`src/rtl/keyguard_pkg.sv`:
```
package keyguard_pkg;

  typedef enum logic [1:0] {
    CH_LOCKED = 2'd0,
    CH_FIRST  = 2'd1,
    CH_OPEN   = 2'd2,
    CH_FAILED = 2'd3
  } chanState_e;

  typedef struct packed {
    logic progKeyWr;
    logic dataKeyWr;
    logic statusWr;
    logic statusRd;
    logic anyRd;
  } busStrobe_t;

endpackage

```
`src/rtl/keyguard_ctrl.sv`:
```
module keyguard_ctrl
  import keyguard_pkg::*;
#(
  parameter int ADDR_W      = 2,
  parameter int ADDR_STATUS = 0,
  parameter int ADDR_PKEY   = 1,
  parameter int ADDR_DKEY   = 2
) (
  input  logic [ADDR_W-1:0] regAddr,
  input  logic              regWr,
  input  logic              regRd,
  output busStrobe_t        strobe
);

  localparam logic [ADDR_W-1:0] A_ST = ADDR_W'(ADDR_STATUS);
  localparam logic [ADDR_W-1:0] A_PK = ADDR_W'(ADDR_PKEY);
  localparam logic [ADDR_W-1:0] A_DK = ADDR_W'(ADDR_DKEY);

  always_comb begin
    strobe           = '0;
    strobe.progKeyWr = regWr && (regAddr == A_PK);
    strobe.dataKeyWr = regWr && (regAddr == A_DK);
    strobe.statusWr  = regWr && (regAddr == A_ST);
    strobe.statusRd  = regRd && (regAddr == A_ST);
    strobe.anyRd     = regRd;
  end

endmodule

```
`src/rtl/keyguard_chan.sv`:
```
module keyguard_chan
  import keyguard_pkg::*;
#(
  parameter int                DATA_W     = 8,
  parameter logic [DATA_W-1:0] KEY_FIRST  = 8'h56,
  parameter logic [DATA_W-1:0] KEY_SECOND = 8'hAE
) (
  input  logic              clk,
  input  logic              rstN,
  input  logic              keyWr,
  input  logic [DATA_W-1:0] keyData,
  input  logic              relock,
  output chanState_e        state,
  output logic              unlocked
);

  chanState_e stNext;

  always_comb begin
    stNext = state;
    if (relock && state != CH_FAILED) begin
      stNext = CH_LOCKED;
    end else if (keyWr) begin
      case (state)
        CH_LOCKED: stNext = (keyData == KEY_FIRST)  ? CH_FIRST : CH_FAILED;
        CH_FIRST:  stNext = (keyData == KEY_SECOND) ? CH_OPEN  : CH_FAILED;
        default:   stNext = state;
      endcase
    end
  end

  always_ff @(posedge clk) begin
    if (!rstN) state <= CH_LOCKED;
    else       state <= stNext;
  end

  assign unlocked = (state == CH_OPEN);

endmodule

```
`src/rtl/keyguard_dp.sv`:
```
module keyguard_dp
  import keyguard_pkg::*;
#(
  parameter int                DATA_W   = 8,
  parameter logic [DATA_W-1:0] KEY_P1   = 8'h56,
  parameter logic [DATA_W-1:0] KEY_P2   = 8'hAE,
  parameter logic [DATA_W-1:0] KEY_D1   = 8'hAE,
  parameter logic [DATA_W-1:0] KEY_D2   = 8'h56,
  parameter int                PROG_BIT = 1,
  parameter int                DATA_BIT = 3
) (
  input  logic              clk,
  input  logic              rstN,
  input  busStrobe_t        strobe,
  input  logic [DATA_W-1:0] regWdata,
  output logic [DATA_W-1:0] regRdata,
  output chanState_e        progState,
  output chanState_e        dataState,
  output logic              progUnlocked,
  output logic              dataUnlocked
);

  localparam int NCH = 2;

  chanState_e        chState [NCH];
  logic [NCH-1:0]    chOpen;
  logic [DATA_W-1:0] statusImage;

  for (genvar gi = 0; gi < NCH; gi++) begin : g_chan
    localparam logic [DATA_W-1:0] KA  = (gi == 0) ? KEY_P1 : KEY_D1;
    localparam logic [DATA_W-1:0] KB  = (gi == 0) ? KEY_P2 : KEY_D2;
    localparam int                BIT = (gi == 0) ? PROG_BIT : DATA_BIT;
    logic keyWr;
    logic relock;
    assign keyWr  = (gi == 0) ? strobe.progKeyWr : strobe.dataKeyWr;
    assign relock = strobe.statusWr && !regWdata[BIT];
    keyguard_chan #(
      .DATA_W(DATA_W), .KEY_FIRST(KA), .KEY_SECOND(KB)
    ) u_chan (
      .clk(clk), .rstN(rstN), .keyWr(keyWr), .keyData(regWdata),
      .relock(relock), .state(chState[gi]), .unlocked(chOpen[gi])
    );
  end

  always_comb begin
    statusImage           = '0;
    statusImage[PROG_BIT] = chOpen[0];
    statusImage[DATA_BIT] = chOpen[1];
  end

  always_ff @(posedge clk) begin
    if (!rstN)                regRdata <= '0;
    else if (strobe.statusRd) regRdata <= statusImage;
    else                      regRdata <= '0;
  end

  assign progState    = chState[0];
  assign dataState    = chState[1];
  assign progUnlocked = chOpen[0];
  assign dataUnlocked = chOpen[1];

endmodule

```
`src/rtl/keyguard_top.sv`:
```
module keyguard_top
  import keyguard_pkg::*;
#(
  parameter int         ADDR_W      = 2,
  parameter int         DATA_W      = 8,
  parameter logic [7:0] KEY_P1      = 8'h56,
  parameter logic [7:0] KEY_P2      = 8'hAE,
  parameter logic [7:0] KEY_D1      = 8'hAE,
  parameter logic [7:0] KEY_D2      = 8'h56,
  parameter int         ADDR_STATUS = 0,
  parameter int         ADDR_PKEY   = 1,
  parameter int         ADDR_DKEY   = 2,
  parameter int         PROG_BIT    = 1,
  parameter int         DATA_BIT    = 3
) (
  input  logic              clk,
  input  logic              rstN,
  input  logic [ADDR_W-1:0] regAddr,
  input  logic [DATA_W-1:0] regWdata,
  input  logic              regWr,
  input  logic              regRd,
  output logic [DATA_W-1:0] regRdata,
  output logic              progUnlocked,
  output logic              dataUnlocked,
  output logic [1:0]        progState,
  output logic [1:0]        dataState
);

  busStrobe_t strobe;
  chanState_e pSt, dSt;

  keyguard_ctrl #(
    .ADDR_W(ADDR_W), .ADDR_STATUS(ADDR_STATUS),
    .ADDR_PKEY(ADDR_PKEY), .ADDR_DKEY(ADDR_DKEY)
  ) u_ctrl (
    .regAddr(regAddr), .regWr(regWr), .regRd(regRd), .strobe(strobe)
  );

  keyguard_dp #(
    .DATA_W(DATA_W),
    .KEY_P1(DATA_W'(KEY_P1)), .KEY_P2(DATA_W'(KEY_P2)),
    .KEY_D1(DATA_W'(KEY_D1)), .KEY_D2(DATA_W'(KEY_D2)),
    .PROG_BIT(PROG_BIT), .DATA_BIT(DATA_BIT)
  ) u_dp (
    .clk(clk), .rstN(rstN), .strobe(strobe), .regWdata(regWdata),
    .regRdata(regRdata), .progState(pSt), .dataState(dSt),
    .progUnlocked(progUnlocked), .dataUnlocked(dataUnlocked)
  );

  assign progState = pSt;
  assign dataState = dSt;

endmodule

```
`config.mk`:
```
export PLATFORM = sky130hd
export DESIGN_NAME = keyguard_top
export DESIGN_NICKNAME = d
export VERILOG_FILES = /design/src/rtl/keyguard_pkg.sv /design/src/rtl/keyguard_ctrl.sv /design/src/rtl/keyguard_chan.sv /design/src/rtl/keyguard_dp.sv /design/src/rtl/keyguard_top.sv
export SDC_FILE = /design/constraint.sdc
export NUM_CORES = 1
export LEC_CHECK = 0
export BUFFER_PORTS_ARGS = -buffer_cell sky130_fd_sc_hd__buf_2
export CAP_MARGIN = 10
export CORE_AREA = 3 3 40 42
export DETAILED_ROUTE_END_ITERATION = 8
export DIE_AREA = 0 0 43 45
export PLACE_DENSITY = 0.68
export SYNTH_ARGS = -nofsm -noshare
export SYNTH_HDL_FRONTEND = slang
export SYNTH_SLANG_ARGS = --single-unit
```
`constraint.sdc`:
```
create_clock -name clk -period 2.7 [get_ports clk]
set_input_delay 0.675 -clock clk [delete_from_list [all_inputs] [get_ports clk]]
set_output_delay 0.675 -clock clk [all_outputs]
set_load 0.01 [all_outputs]
```
# After elaboration in Yosys (flattened, before gate mapping)
# Cells that the tools add are included.
[totals] regBits=12 word_cells=41 n_memories=0 rom_bits=0 output_inout_bits=14 latchBits=0 in_bits=14 ramBits=0
[classes] n_addsub=0 div=0 n_shift=0 magnitude_cmp=0 multipliers=0 reduce_logical=20 bitwise_logic=1 mux=6 n_eq_ne=10
[op_table] cell="$eq 8x7->1 const B" count=1
[op_table] cell="$eq 8x8->1 const B" count=1
[op_table] cell="$logic_and 1x1->1" count=8
[op_table] cell="$pmux 2 s2" count=2
[op_table] cell="$eq 2x1->1 const B" count=3
[op_table] cell="$eq 2x2->1 const B" count=3
[op_table] cell="$logic_not 2->1" count=3
[op_table] cell="$reduce_and 2->1" count=3
[op_table] cell="$mux 2" count=2
[op_table] cell="$ne 2x2->1 const B" count=2
[op_table] cell="$reduce_bool 2->1" count=2
[op_table] cell="$reduce_or 2->1" count=2
[op_table] cell="$logic_not 1->1" count=2
[op_table] cell="$mux 1" count=2
[op_table] cell="$not 1->1" count=1

# Depth between registers and ports, before layout
# Gate-level depths: netlist (run 1).
[depth] ltp_word=5 ltp_mapped=3 mapped_depth_nobuf=3

# By module
# From an unflattened synthesis (run 1), not the netlist that was laid out.
[hier_totals] cells_unflattened=52 area_unflattened_um2=533.0
[modules_own_cells] mod="keyguard_chan (u_dp.g_chan[1].u_chan)" seq_area_each_um2=40.0 cells_each=17 instances=1 area_per_inst_um2=182.7
[modules_own_cells] mod="keyguard_chan (u_dp.g_chan[0].u_chan)" seq_area_each_um2=40.0 cells_each=17 instances=1 area_per_inst_um2=181.4
[modules_own_cells] mod="keyguard_dp" seq_area_each_um2=40.0 cells_each=13 instances=1 area_per_inst_um2=128.9
[modules_own_cells] mod="keyguard_ctrl" seq_area_each_um2=0.0 cells_each=5 instances=1 area_per_inst_um2=40.0

# Least setup slack after synthesis (run 1)
# OpenSTA, ideal clock, no wires.
[synth_path] kind="input-to-reg" from="input port regAddr[0]" to="register u_dp.g_chan[1].u_chan.state[1]" path_slack_ns=1.304 stages=3 t_arrival_ns=1.273 path_buffers=0 setup_time_ns=0.123 path_cell_list="or3b_4 > o21ai_2 > a21oi_1"
[synth_between] elab_chain_cells=5
[synth_lines] item="start, declared" line="keyguard_top.sv:18" rtl="input logic [ADDR_W-1:0] regAddr,"
[synth_lines] item="$logic_not 2->1" line="keyguard_ctrl.sv:23" rtl="strobe.statusWr = regWr && (regAddr == A_ST);"
[synth_lines] item="$logic_and 1x1->1" line="keyguard_ctrl.sv:23"
[synth_lines] item="$logic_and 1x1->1" line="keyguard_dp.sv:36" rtl="assign relock = strobe.statusWr && !regWdata[BIT];"
[synth_lines] item="$logic_and 1x1->1" line="keyguard_chan.sv:21" rtl="if (relock && state != CH_FAILED) begin"
[synth_lines] item="$reduce_or 2->1 (no source line)"
[synth_lines] item="end signal, assigned" line="keyguard_chan.sv:34" rtl="else state <= stNext;"
[synth_lines] item="end, declared" line="keyguard_chan.sv:13" rtl="output chanState_e state,"
# Several ways; a longest one is shown, not always the timed one.
# A chain may end at the register's enable or synchronous reset.

# Final worst setup path (run 1)
[layout_path] from="register u_dp.g_chan[0].u_chan.state[1]" to="output port progUnlocked"
[layout_between] elab_chain_cells=1
[layout_lines] item="start, declared" line="keyguard_chan.sv:13"
[layout_lines] item="start signal, assigned" line="keyguard_chan.sv:34"
[layout_lines] item="$eq 2x2->1" line="keyguard_chan.sv:37" rtl="assign unlocked = (state == CH_OPEN);"
[layout_lines] item="end, declared" line="keyguard_top.sv:23" rtl="output logic progUnlocked,"
# No other way between the ends.

==> results of run 1 <==
## metal layers
metal  up-vias  GRT usage  part of all wire
met3         0     0.0319              0.16
met5         -          0                 0
li1        202          -                 -
met2        29      0.129              0.41
met1       176      0.123              0.44
met4         0     0.0542                 0
## cells in the mapped netlist
master     count
and4bb_1       1
dfxtp_1        6
a21o_2         1
conb_1         1
nand4_1        1
nand4bb_1      4
a211oi_1       1
o21ai_1        1
nor2b_1        2
a211oi_2       1
buf_4          6
nor2_1         2
nor3_1         1
o21ai_2        2
or3b_4         1
nor4_1         2
and2_4         1
a41oi_1        1
inv_1          3
a21o_1         1
nand4b_1       1
a21oi_1        1
a31oi_1        1
nor3b_1        2
## sequential cells by signal (all words and copies together) (netlist names)
signal,cells
u_dp.g_chan.u_chan.state,4
u_dp.regRdata,2
## through the flow
| stage | power, uW | setup WS (ns) |
|---|---|---|
| after global placement | 142 | 1.13 |
| after floorplan | 128 | 1.30 |
| after global routing | 233 | 1.01 |
| after CTS | 227 | 1.06 |
| final | 223 | 1.08 |
| after detailed placement | 142 | 1.13 |
## power groups by stage
stage	logic, uW	clock network [uW]	registers, uW
after floorplan	28.4	0	99.4
after global placement	43.1	0	98.5
after detailed placement	43.8	0	98.6
after CTS	44.0	85.8	96.9
after global routing	49.1	86.3	97.7
final	43.9	82.0	97.1
## final timing paths
kind	endpoint	slack, ns	cells past startpoint
worst min-delay path	u_dp.regRdata[3]$_SDFF_PN0_	0.53	1
worst max-delay path	progUnlocked	1.08	2
worst max register to register	u_dp.g_chan[1].u_chan.state[0]$_SDFFE_PP0P_	1.65	3
worst min register to register	u_dp.regRdata[3]$_SDFF_PN0_	0.53	1
## logic make-up after synthesis
logic type | count (synthesis)
compound gates | 10
buf+inv | 9
other cells | 1
simple gates | 18
flops | 6
## layout make-up
class | count | area (um^2) | area share
clock buffers | 3 | 22.5 | 0.0430
inverters | 3 | 11.3 | 0.0215
multi-input cells | 34 | 246 | 0.470
flip-flops and latches | 6 | 120 | 0.229
well taps | 15 | 18.8 | 0.0358
repair buffers | 21 | 105 | 0.200
==> impl_metrics.csv, run 1 <==
group,metric,value,unit
sta,setup_violations,0,
sta,min_period,1.62,ns
hold_path,hold_path_class,"reg -> reg",
power_and_ir_drop,p_comb_frac,0.197,
drt,finalWirelength,906,um
logic_synthesis,synth_xor_area_frac,0,
logic_synthesis,synth_top_family_by_area,"simple AND/OR/NAND/NOR gates",
logic_synthesis,synth_fa_ha_area_frac,0,
placement,place.detailed.hpwl,762,um
floorplanning,die_y,45,um
global_routing,grt_max_degree,8,
power_and_ir_drop,internal-power,164,uW
floorplanning,start_util,0.315,
sta,hold_viol,0,
final_layout,drive_gt1_frac,0.448,
logic_synthesis,synth_cell_types,24,
cts,clk_latency,0.24,ns
setup_path,path_cells,"nor2b_1, buf_2",
cts,cts_made_buffers,3,
cts,hold_buffers,0,
logic_synthesis,synth.avg_cell_area,9.18,um^2
drt,first_pass_iters,4,
global_routing,grt_usage,0.0925,
sta,fin_worst_hold_slack,0.528,ns
power_and_ir_drop,power_density,425,nW/um^2
logic_synthesis,netlist_instances,44,
floorplanning,num_io_pins,28,
cts,clk_path_buf_depth,2,
drt,wl_per_cell,11.0,um
setup_path,critPathArrivalTime,0.95,ns
final_layout,syn_to_final_growth,29.7,%
cts,cts_sinks,6,
final_layout,final_cell_mix,"buf_2, conb_1, dfxtp_1",
setup_path,cp_num_buf_inv,1,
setup_path,crit_path_start,"u_dp.g_chan[0].u_chan.state[1]$_SDFFE_PP0P_",
logic_synthesis,netlist.area_leader.share,0.297,
drt,drtIter0Drc,11,
power_and_ir_drop,p_sw,59.4,uW
placement,place_inst,79,
final_layout,antennaDiodeCount,0,
placement,dpl-instance-area,502,um^2
power_and_ir_drop,p_sw_frac,0.266,
final_layout,final_common_cell,"buf_2",
sta,period_share,0.600,
power_and_ir_drop,leakage,0.000246,uW
logic_synthesis,ys_top_cells_by_area,"dfxtp_1, buf_4, nand4bb_1",
global_routing,overflow,0,
sta,max_freq,617,MHz
setup_path,end_kind,"output port",
logic_synthesis,synth-seq-cells,6,
drt,vias_per_cell,4.96,
sta,rsz0062_at_grt,"no",
setup_path,max_stage_delay,0.42,ns
cts,clockRootBuffer,"clkbuf_4",
final_layout,fin_util,0.408,
cts,htree_num_levels,1,
logic_synthesis,syn_area,404,um^2
global_routing,grt_first_pass_wirelength,1360,um
logic_synthesis,synth_compound_area_frac,0.195,
power_and_ir_drop,sequentialPowerShare,0.435,
final_layout,finalNonFillerCells,82,
drt,remaining_drc_errors,0,
placement,io_buffers,21,
flow_run,drv_cap,0,
logic_synthesis,yosys.area_share.simple,0.359,
setup_path,cp_slowest_cell,"dfxtp_1",
power_and_ir_drop,vdd_ir_drop_max,0.106,mV
global_routing,antenna_found_initial,0,
cts,cts_resized,0,
floorplanning,core_area,1280,um^2
power_and_ir_drop,power_frac_clock,0.368,
logic_synthesis,seq_area_frac_synth,0.297,
sta,finClkSkew,0.0000777,ns
floorplanning,die_w,43,um
cts,clkSlewWorstSetupHoldPaths,0.05,ns
hold_path,min_from,"u_dp.g_chan[1].u_chan.state[1]$_SDFFE_PP0P_",
logic_synthesis,yosysTopAreaCell,"dfxtp_1",
drt,vias,407,
sta,maxSlewViolCount,0,
logic_synthesis,ys_warn_count,0,
floorplanning,dieArea,1940,um^2
placement,place_congestion,0.821,
sta,finalSetupTns,0,ns
final_layout,nFillCells,141,
final_layout,nets,83,
global_routing,grt_pass1_vias,333,
floorplanning,row_count,13,
final_layout,design_area,524,um^2
setup_path,r2r-start,"u_dp.g_chan[1].u_chan.state[1]$_SDFFE_PP0P_",
drt,ant_nets,0,
setup_path,startpoint_type,"register",
cts,post_cts.repair.setup_buffers,0,
setup_path,worstPathRequired,2.03,ns
status,status,"completed",
setup_path,crit_family,"flip-flops",
cts,cts_tree,"built",
logic_synthesis,synthMuxAreaShare,0,
setup_path,path_class,"reg -> out",
setup_path,crit_fanout,7,
Note: power is estimated with default switching activity, not from simulation.
==> inputs of run 2 (changes only) <==
- ABC_AREA: default -> 1
- PLACE_DENSITY: 0.68 -> 0.75
- clock period: 2.7 -> 1.3 ns (I/O delays scaled with it)
==> impl_metrics.csv, run 2 <==
group,metric,value,unit
logic_synthesis,synthTopCellsByCount,"nand2_1, inv_1, nor2_1",
cts,clockRootBuffer,"clkbuf_4",
global_routing,top_usage_layer,"met2",
logic_synthesis,netlist.area_leader.share,0.258,
setup_path,path_cells,"nor2_1, buf_2",
sta,finClkSkew,0.0000796,ns
setup_path,crit-reg2reg-capture,"u_dp.g_chan[0].u_chan.state[1]$_SDFFE_PP0P_",
power_and_ir_drop,power_density,806,nW/um^2
final_layout,drive_gt1_frac,0.346,
final_layout,antennaDiodeCount,0,
hold_path,hold_path_class,"in -> reg",
cts,hold_buffers,0,
placement,io_buffers,21,
final_layout,syn_to_final_growth,26.3,%
final_layout,largest_register,"u_dp.g_chan.u_chan.state",
global_routing,grt_usage,0.102,
setup_path,r2r-start,"u_dp.g_chan[0].u_chan.state[1]$_SDFFE_PP0P_",
setup_path,r2r_cells,5,
logic_synthesis,synth.avg_cell_area,5.75,um^2
drt,wl_per_cell,7.60,um
cts,clk_latency,0.24,ns
logic_synthesis,ys_async_sr_fraction,0,
final_layout,ff_latch_area,123,um^2
floorplanning,row_count,13,
global_routing,grt_max_degree,7,
sta,period_share,0.910,
floorplanning,die_w,43,um
drt,finalWirelength,904,um
final_layout,design_area,588,um^2
setup_path,worstPathRequired,0.98,ns
hold_path,min_from,"rstN",
sta,setup_violations,0,
logic_synthesis,synth_cell_types,14,
placement,place_inst,116,
cts,cts_tree,"built",
drt,drtIter0Drc,6,
final_layout,fin_util,0.458,
sta,finalSetupTns,0,ns
floorplanning,num_io_pins,28,
drt,remaining_drc_errors,0,
flow_run,drv_cap,0,
placement,place_congestion,0.794,
setup_path,crit_family,"flip-flops",
setup_path,crit_fanout,6,
cts,clkSlewWorstSetupHoldPaths,0.04,ns
placement,dpl-instance-area,563,um^2
cts,clk_path_buf_depth,2,
final_layout,top_regs,"u_dp.g_chan.u_chan.state (4), u_dp.regRdata (2)",
final_layout,final_common_cell,"nand2_1",
global_routing,grt_pass1_vias,410,
drt,vias_per_cell,4.15,
global_routing,overflow,0,
logic_synthesis,yosysTopAreaCell,"dfxtp_1",
sta,rsz0062_at_grt,"no",
placement,place.detailed.hpwl,790,um
logic_synthesis,ys_top_cells_by_area,"dfxtp_1, nand2_1, inv_1",
sta,maxSlewViolCount,0,
sta,max_freq,846,MHz
final_layout,nFillCells,139,
floorplanning,die_y,45,um
hold_path,hold_end,"u_dp.g_chan[0].u_chan.state[0]$_SDFFE_PP0P_",
global_routing,grt_first_pass_wirelength,1500,um
global_routing,antenna_found_initial,0,
setup_path,cp_slowest_cell,"dfxtp_1",
sta,fin_ws,0.118,ns
floorplanning,dieArea,1940,um^2
cts,cts_sinks,6,
final_layout,final_cell_mix,"nand2_1, buf_2, inv_1",
global_routing,use_met3,0.0159,
cts,cts_made_buffers,3,
sta,hold_viol,0,
power_and_ir_drop,vdd_ir_drop_max,0.230,mV
setup_path,cp_num_buf_inv,1,
setup_path,max_stage_delay,0.41,ns
logic_synthesis,ys_warn_count,0,
final_layout,nets,120,
setup_path,end_kind,"output port",
global_routing,grt_use_met1,0.120,
floorplanning,core_area,1280,um^2
logic_synthesis,ys.flop_type,"dfxtp_1",
status,status,"completed",
drt,first_pass_iters,4,
cts,htree_num_levels,1,
power_and_ir_drop,leakage,0.000359,uW
drt,ant_nets,0,
setup_path,startpoint_type,"register",
logic_synthesis,seq_area_frac_synth,0.258,
sta,min_period,1.18,ns
setup_path,critPathArrivalTime,0.86,ns
final_layout,largest_reg_flops,4,
cts,post_cts.repair.setup_buffers,0,
logic_synthesis,yosysMostFrequentCell,"nand2_1",
placement,place_ws,0.274,ns
hold_path,min_path_cells,3,
global_routing,grt_use_met2,0.162,
drt,vias,494,
logic_synthesis,synth-edff-count,0,
final_layout,multi_input_area,251,um^2
logic_synthesis,netlist_instances,81,
logic_synthesis,syn_area,465,um^2
floorplanning,start_util,0.362,
setup_path,r2r_slack,0.46,ns
logic_synthesis,synth-seq-cells,6,
final_layout,finalNonFillerCells,119,
setup_path,path_class,"reg -> out",
[run 2: cell count changes in the layout (fill, tap and decap cells not counted), sizes merged, moves of 4 or more]
cell | previous run | this run
nand2 | 0 | 24
inv | 3 | 18
nand3 | 0 | 7
nand4bb | 4 | 0
nor2 | 2 | 13
[run 2: timing repair]
action / in CTS / in global routing
gates resized for setup: 0 / 2
setup endpoints to repair: 0 / 2
hold endpoints to repair: 0 / 0
[run 2: metal layers]
| layer | vias up | routed length (um) | share of wire |
|---|---|---|---|
| li1 | 273 | - | - |
| met1 | 189 | 410 | 0.45 |
| met3 | 2 | 121 | 0.13 |
| met2 | 30 | 356 | 0.39 |
| met4 | 0 | 14 | 0.015 |
| met5 | - | 0 | 0 |
[run 2: how the worst max path moves through the flow]
stage	start	to	slack [ns]	cells after the start
global placement	regAddr[0]	u_dp.g_chan[1].u_chan.state[0]$_SDFFE_PP0P_	0.28	7
finish	u_dp.g_chan[1].u_chan.state[0]$_SDFFE_PP0P_	dataUnlocked	0.12	2
detailed placement	regAddr[0]	u_dp.g_chan[1].u_chan.state[0]$_SDFFE_PP0P_	0.27	7
global route	u_dp.g_chan[1].u_chan.state[0]$_SDFFE_PP0P_	dataUnlocked	0.04	2
CTS	u_dp.g_chan[1].u_chan.state[1]$_SDFFE_PP0P_	dataUnlocked	0.05	3
floorplan	u_dp.g_chan[1].u_chan.state[1]$_SDFFE_PP0P_	dataUnlocked	0.32	2
[run 2: logic make-up (layout without fill, tap and decap cells)]
logic type,Yosys count,in the layout,synth area share
simple gates,46,46,0.433
buf+inv,24,42,0.242
flops,6,6,0.258
compound gates,4,4,0.0591
other cells,1,6,0.00806
[run 2: power by group]
part           total, uW  switching [uW]  internal [uW]  leakage, uW
sequential           202            9.21            193    0.0000497
clock                166            62.2            104    0.0000138
combinational        105            63.0           42.3     0.000295
total                474             134            340     0.000359
[run 2: area by class of cell]
| class | instances | share of cell area |
|---|---|---|
| clock buffer | 3 | 0.0383 |
| inverter | 18 | 0.115 |
| multi-input combinational | 56 | 0.428 |
| sequential | 6 | 0.209 |
| tap | 15 | 0.0319 |
| timing repair buffer | 21 | 0.179 |
[run 2: worst reg2reg max path, delay by kind of cell, from the launching register on]
family / cells / cell delay [ns]
DFF: 1 / 0.33
and+or+nand+nor: 3 / 0.28
AOI/OAI and AO/OA: 1 / 0.11
buffers and inverters: 1 / 0.05
[run 2: per-stage QoR]
stage | total power, uW | hold WS (ns)
6_report | 474 | 0.365
5_1_grt | 511 | 0.384
4_1_cts | 485 | 0.359
3_5_place_dp | 310 | 0.515
3_3_place_gp | 309 | 0.519
2_1_floorplan | 280 | 0.464
